--- config.mk ---
export PLATFORM = sky130hd
export DESIGN_NAME = cbinv_req_unit
export DESIGN_NICKNAME = d
export VERILOG_FILES = /design/src/rtl/cbinv_pkg.sv /design/src/rtl/cbinv_perm.sv /design/src/rtl/cbinv_align.sv /design/src/rtl/cbinv_ctrl.sv /design/src/rtl/cbinv_req_unit.sv
export SDC_FILE = /design/constraint.sdc
export NUM_CORES = 1
export LEC_CHECK = 0
export ABC_AREA = 1
export BUFFER_PORTS_ARGS = -buffer_cell sky130_fd_sc_hd__buf_2
export CORE_MARGIN = 2
export CORE_UTILIZATION = 40
export DETAILED_ROUTE_END_ITERATION = 10
export GPL_TIMING_DRIVEN = 0
export PLACE_DENSITY = 0.86
export SLEW_MARGIN = 30
export SYNTH_ARGS = -nofsm -noshare
export SYNTH_HDL_FRONTEND = slang
export SYNTH_SLANG_ARGS = --single-unit
--- constraint.sdc ---
create_clock -name clk -period 1.69 [get_ports clk]
set_input_delay 0 -clock clk [delete_from_list [all_inputs] [get_ports clk]]
set_output_delay 0 -clock clk [all_outputs]
set_load 0.01 [all_outputs]
--- src/rtl/cbinv_pkg.sv ---
package cbinv_pkg;

    typedef enum logic [1:0] {
        PRIV_U   = 2'b00,
        PRIV_S   = 2'b01,
        PRIV_RSV = 2'b10,
        PRIV_M   = 2'b11
    } priv_e;

    // outcome ordered by restrictiveness: larger value wins
    typedef enum logic [1:0] {
        ACT_INVAL = 2'd0,
        ACT_FLUSH = 2'd1,
        ACT_TRAP  = 2'd2
    } act_e;

    typedef enum logic [2:0] {
        ST_IDLE,
        ST_ISSUE,
        ST_WAIT,
        ST_DONE,
        ST_FAULT,
        ST_ILLEGAL
    } state_e;

    localparam logic EXC_ILLEGAL = 1'b0;
    localparam logic EXC_ACCESS  = 1'b1;

    function automatic act_e ctl_decode(input logic [1:0] fld);
        act_e a;
        unique case (fld)
            2'b00:   a = ACT_TRAP;
            2'b01:   a = ACT_FLUSH;
            2'b10:   a = ACT_TRAP;
            default: a = ACT_INVAL;
        endcase
        return a;
    endfunction

endpackage

--- src/rtl/cbinv_perm.sv ---
module cbinv_perm
    import cbinv_pkg::*;
#(
    parameter int IMM_W = 12
) (
    input  logic [1:0]       priv,
    input  logic [IMM_W-1:0] imm,
    input  logic [1:0]       mctl,
    input  logic [1:0]       sctl,
    output act_e             act
);

    act_e m_act;
    act_e s_act;
    act_e user_act;

    always_comb begin
        m_act    = ctl_decode(mctl);
        s_act    = ctl_decode(sctl);
        user_act = (m_act > s_act) ? m_act : s_act;
    end

    always_comb begin
        if (imm != '0) begin
            act = ACT_TRAP;
        end else begin
            unique case (priv)
                PRIV_M:  act = ACT_INVAL;
                PRIV_S:  act = m_act;
                PRIV_U:  act = user_act;
                default: act = ACT_TRAP;
            endcase
        end
    end

endmodule

--- src/rtl/cbinv_align.sv ---
module cbinv_align #(
    parameter int XLEN        = 32,
    parameter int BLOCK_BYTES = 64
) (
    input  logic [XLEN-1:0] base,
    output logic [XLEN-1:0] aligned
);

    localparam int OFF_BITS = $clog2(BLOCK_BYTES);

    generate
        if (OFF_BITS == 0) begin : g_pass
            assign aligned = base;
        end else begin : g_mask
            assign aligned = {base[XLEN-1:OFF_BITS], {OFF_BITS{1'b0}}};
        end
    endgenerate

endmodule

--- src/rtl/cbinv_ctrl.sv ---
module cbinv_ctrl
    import cbinv_pkg::*;
#(
    parameter int XLEN = 32
) (
    input  logic            clk,
    input  logic            rst_n,
    input  logic            op_valid,
    output logic            op_ready,
    input  act_e            act,
    input  logic [XLEN-1:0] base_raw,
    input  logic [XLEN-1:0] base_aligned,
    output logic            req_valid,
    input  logic            req_ready,
    output logic [XLEN-1:0] req_addr,
    output logic            req_flush,
    input  logic            rsp_valid,
    input  logic            rsp_fault,
    output logic            done_valid,
    output logic            exc_valid,
    output logic            exc_cause,
    output logic [XLEN-1:0] exc_tval
);

    state_e          state_q;
    state_e          state_d;
    logic [XLEN-1:0] raw_q;
    logic [XLEN-1:0] addr_q;
    logic            flush_q;
    logic            accept;

    assign accept = op_valid && (state_q == ST_IDLE);

    always_ff @(posedge clk) begin
        if (!rst_n) begin
            state_q <= ST_IDLE;
        end else begin
            state_q <= state_d;
        end
    end

    always_ff @(posedge clk) begin
        if (!rst_n) begin
            raw_q   <= '0;
            addr_q  <= '0;
            flush_q <= 1'b0;
        end else if (accept) begin
            raw_q   <= base_raw;
            addr_q  <= base_aligned;
            flush_q <= (act == ACT_FLUSH);
        end
    end

    always_comb begin
        state_d = state_q;
        unique case (state_q)
            ST_IDLE: begin
                if (op_valid) begin
                    state_d = (act == ACT_TRAP) ? ST_ILLEGAL : ST_ISSUE;
                end
            end
            ST_ISSUE: begin
                if (req_ready) begin
                    state_d = ST_WAIT;
                end
            end
            ST_WAIT: begin
                if (rsp_valid) begin
                    state_d = rsp_fault ? ST_FAULT : ST_DONE;
                end
            end
            ST_DONE:    state_d = ST_IDLE;
            ST_FAULT:   state_d = ST_IDLE;
            ST_ILLEGAL: state_d = ST_IDLE;
            default:    state_d = ST_IDLE;
        endcase
    end

    always_comb begin
        op_ready   = 1'b0;
        req_valid  = 1'b0;
        done_valid = 1'b0;
        exc_valid  = 1'b0;
        exc_cause  = EXC_ILLEGAL;
        exc_tval   = '0;
        req_addr   = addr_q;
        req_flush  = flush_q;
        unique case (state_q)
            ST_IDLE:  op_ready  = 1'b1;
            ST_ISSUE: req_valid = 1'b1;
            ST_WAIT:  ;
            ST_DONE:  done_valid = 1'b1;
            ST_FAULT: begin
                done_valid = 1'b1;
                exc_valid  = 1'b1;
                exc_cause  = EXC_ACCESS;
                exc_tval   = raw_q;
            end
            ST_ILLEGAL: begin
                done_valid = 1'b1;
                exc_valid  = 1'b1;
                exc_cause  = EXC_ILLEGAL;
            end
            default: ;
        endcase
    end

endmodule

--- src/rtl/cbinv_req_unit.sv ---
module cbinv_req_unit
    import cbinv_pkg::*;
#(
    parameter int XLEN        = 32,
    parameter int BLOCK_BYTES = 64,
    parameter int IMM_W       = 12
) (
    input  logic             clk,
    input  logic             rst_n,
    input  logic             op_valid,
    output logic             op_ready,
    input  logic [XLEN-1:0]  op_base,
    input  logic [IMM_W-1:0] op_imm,
    input  logic [1:0]       op_priv,
    input  logic [1:0]       cfg_mctl,
    input  logic [1:0]       cfg_sctl,
    output logic             cache_req_valid,
    input  logic             cache_req_ready,
    output logic [XLEN-1:0]  cache_req_addr,
    output logic             cache_req_flush,
    input  logic             cache_rsp_valid,
    input  logic             cache_rsp_fault,
    output logic             done_valid,
    output logic             exc_valid,
    output logic             exc_cause,
    output logic [XLEN-1:0]  exc_tval
);

    act_e            act;
    logic [XLEN-1:0] aligned;

    cbinv_perm #(.IMM_W(IMM_W)) u_perm (
        .priv (op_priv),
        .imm  (op_imm),
        .mctl (cfg_mctl),
        .sctl (cfg_sctl),
        .act  (act)
    );

    cbinv_align #(.XLEN(XLEN), .BLOCK_BYTES(BLOCK_BYTES)) u_align (
        .base    (op_base),
        .aligned (aligned)
    );

    cbinv_ctrl #(.XLEN(XLEN)) u_ctrl (
        .clk          (clk),
        .rst_n        (rst_n),
        .op_valid     (op_valid),
        .op_ready     (op_ready),
        .act          (act),
        .base_raw     (op_base),
        .base_aligned (aligned),
        .req_valid    (cache_req_valid),
        .req_ready    (cache_req_ready),
        .req_addr     (cache_req_addr),
        .req_flush    (cache_req_flush),
        .rsp_valid    (cache_rsp_valid),
        .rsp_fault    (cache_rsp_fault),
        .done_valid   (done_valid),
        .exc_valid    (exc_valid),
        .exc_cause    (exc_cause),
        .exc_tval     (exc_tval)
    );

endmodule

==> flow_summary.yaml <==
critical_path:
  worst_ep_arrival_time_ns: 1.56
  critPathRequiredTime_ns: 1.69
  timing.critical_path.to_type: "primary output"
  r2r-start: "u_ctrl.state_q[1]$_SDFFE_PN0P_"
  setup.worst_path.start_class: "flop"
  largest_fanout_of_any_net_on_the_critical_path: 10
  start_point_of_the_critical_path: "u_ctrl.state_q[0]$_SDFFE_PN0P_"
  critical_path_class: "reg2out"
timing:
  timing.clock.skew_ns: 0.00362
  slew_viol_final: 0
  fmax_mhz: 640
  setup_violations: 0
  hold_viol_final: 0
  grt_setup_unrepaired: "false"
  fin_crit_sh: 0.925
  post-route-min-period_ns: 1.56
run_status:
  outcome: "completed"
place:
  place.detailed.hpwl_um: 3990
  place.detailed.instances: 477
  place.gp.congestion: 0.860
  io_buffers: 119
grt:
  wire_length_of_the_first_global_routing_pass_um: 8630
  grt_max_degree: 11
  grt_antenna_before_repair: 0
  grtUsageTotal: 0.201
  aggregate_global_routing_overflow: 0
  number_of_global_route_vias_before_repair: 2110
flow_run:
  drv.max_cap_violation_count: 0
floorplan:
  design.die.area_um2: 5520
  io_pins: 126
  placement_rows: 25
  chipWidth_um: 74.3
  dieHeight_um: 74.3
  core_um2: 4750
  start_util: 0.416
power_and_ir_drop:
  static-leakage-power_nw: 1.63
  cellPowerDensity_nw_per_um2: 1300
  finalPower_mw: 3.90
  ir_drop_mv: 0.866
clocking:
  clockRootBuffer: "clkbuf_8"
  cts.reportedPaths.clkPinSlew_ns: 0.07
  cts_buffer_depth: 2
  clkSinkCount: 36
  cts.htree.levels: 2
  clock_latency_ns: 0.28
  tritoncts: "yes"
  tritoncts.num_buffers: 5
logic_synthesis:
  syn_inst: 286
  leading_cell_types_by_count_after_synthesis: "inv_1 (47), nor2_1 (46), a21oi_1 (36), dfxtp_1 (36), buf_4 (32)"
  yosys.cell_count.top_type: "inv_1"
  synth_mux_area_frac: 0
  synthesis.yosys.warnings: 0
  synth.cell_area_um2: 1980
  synth_cell_type_count: 21
  area_fraction_in_compound_gates_after_synthesis: 0.191
  yosysTopAreaCellShare: 0.365
  synth_flop_type: "dfxtp_1"
  synth_top_family_by_area: "buffers and inverters"
  synth_xor_xnor_area_share: 0
  postSynthAreaPerCell_um2: 6.91
  synth-edff-count: 0
  synth-simple-area-share: 0.165
  synth.area.top_cells: "dfxtp_1 (36%), buf_4 (12%), a21oi_1 (9.1%)"
  synthAdderAreaFrac: 0.0127
  synth_seq_cells: 36
  synth_top_area_cell: "dfxtp_1"
  synth-seq-area-share: 0.365
  asyncSetResetFlopFracSynth: 0
finish:
  layout-drive-gt1-share: 0.387
  multiInputGateArea_um2: 752
  area.growth.synth_to_final_pct: 51.6
  fillerInstances: 441
  diodes: 0
  nNetsFinal: 497
  area.sequential_um2: 721
  stdcell_count: 506
drt:
  postRouteAntennaNets: 0
  detail_route.iter0.violations: 56
  remaining_drc_errors: 0
  vias_per_cell: 4.45
  detail_route.first_pass.iterations: 4
  route.vias.total: 2252
  final_wl_um: 5440
  post_drt_wl_per_cell_um: 10.7
min_path:
  hold_path_startpoint: "op_base[27]"
  hold_class: "in2reg"
## logic make-up (layout without fill, tap and decap cells)
family,count (synthesis),in the layout
buffers and inverters,95,243
AO/OA/AOI/OAI,75,75
AND/OR/NAND/NOR,77,77
flip-flops,36,36
other,1,6
adder cells (fa/ha/maj),2,2
## layout by cell type (no fill, tap or decap)
cell type / n
inv_2: 1
buf_2: 120
nor2_1: 46
a21oi_1: 36
dlygate4sd3_1: 22
buf_4: 32
o21ai_1: 20
dfxtp_1: 36
conb_1: 6
and2_1: 2
buf_6: 6
nand4_1: 1
nand2_2: 1
a21boi_1: 1
clkbuf_1: 6
nand3b_1: 1
inv_1: 47
clkbuf_2: 2
nand2_1: 17
nand3_1: 7
clkbuf_8: 7
nor3_4: 1
o21ai_0: 18
ha_1: 2
nor4_1: 1
## final cells by class
type,count,area share
Clock buffer,7,0.0322
Timing Repair Buffer,141,0.272
Inverter,48,0.0602
Tap cell,67,0.0280
Multi-Input combinational cell,160,0.251
Buffer,47,0.115
Sequential cell,36,0.241
## worst max-delay path, stage by stage (launching register included)
cell and delay, ns:
dfxtp_1 0.46, nor2_1 0.08, nand2_1 0.23, clkbuf_2 0.28
nor2_1 0.08, buf_2 0.15
## metal layers
layer,track usage,share of wire,vias to the layer above,routed length (µm)
li1,-,-,1157,-
met1,0.204,0.40,1009,2180
met2,0.396,0.53,80,2890
met3,0.0393,0.056,6,306
met4,0.0853,0.011,0,60
met5,0,0,-,0
## per-stage QoR
stage	cell area (µm²)	utilization	hold slack (ns)	setup slack [ns]	TNS, ns
finish	2990	0.630	0.00731	0.127	0
global route	2990	0.630	0.00875	0.00455	0
CTS	2990	0.629	0.00200	-0.0360	-0.508
detailed placement	2670	0.562	0.271	0.285	0
global placement	2670	0.562	0.261	0.318	0
floorplan	1990	-	0.138	0.421	0
## final timing paths
path / end / slack [ns] / cells after the start
max: exc_tval[11] / 0.13 / 5
min: u_ctrl.raw_q[27]$_SDFFE_PN0P_ / 0.007 / 3
max reg2reg: u_ctrl.state_q[1]$_SDFFE_PN0P_ / 0.32 / 8
min reg2reg: u_ctrl.raw_q[0]$_SDFFE_PN0P_ / 0.46 / 2
## repair_timing
item                                    CTS  global route
endpoints found under the hold margin    22             0
hold buffers                             22             0
endpoints found under the setup margin   30            21
setup buffers                             0             0
gates resized for setup                   1             5
## state kept, by name, summed over array words and instances (netlist names)
| signal | count |
|---|---|
| u_ctrl.raw_q | 31 |
| u_ctrl.state_q | 3 |
| u_ctrl.req_addr | 1 |
| u_ctrl.req_flush | 1 |
## power by group
part | internal, mW | leakage (nW) | switching, mW
Combinational | 0.906 | 1.28 | 1.08
Clock | 0.363 | 0.0503 | 0.285
Sequential | 1.11 | 0.298 | 0.159
Total | 2.38 | 1.63 | 1.52
Note: power is estimated with default switching activity, not from simulation.
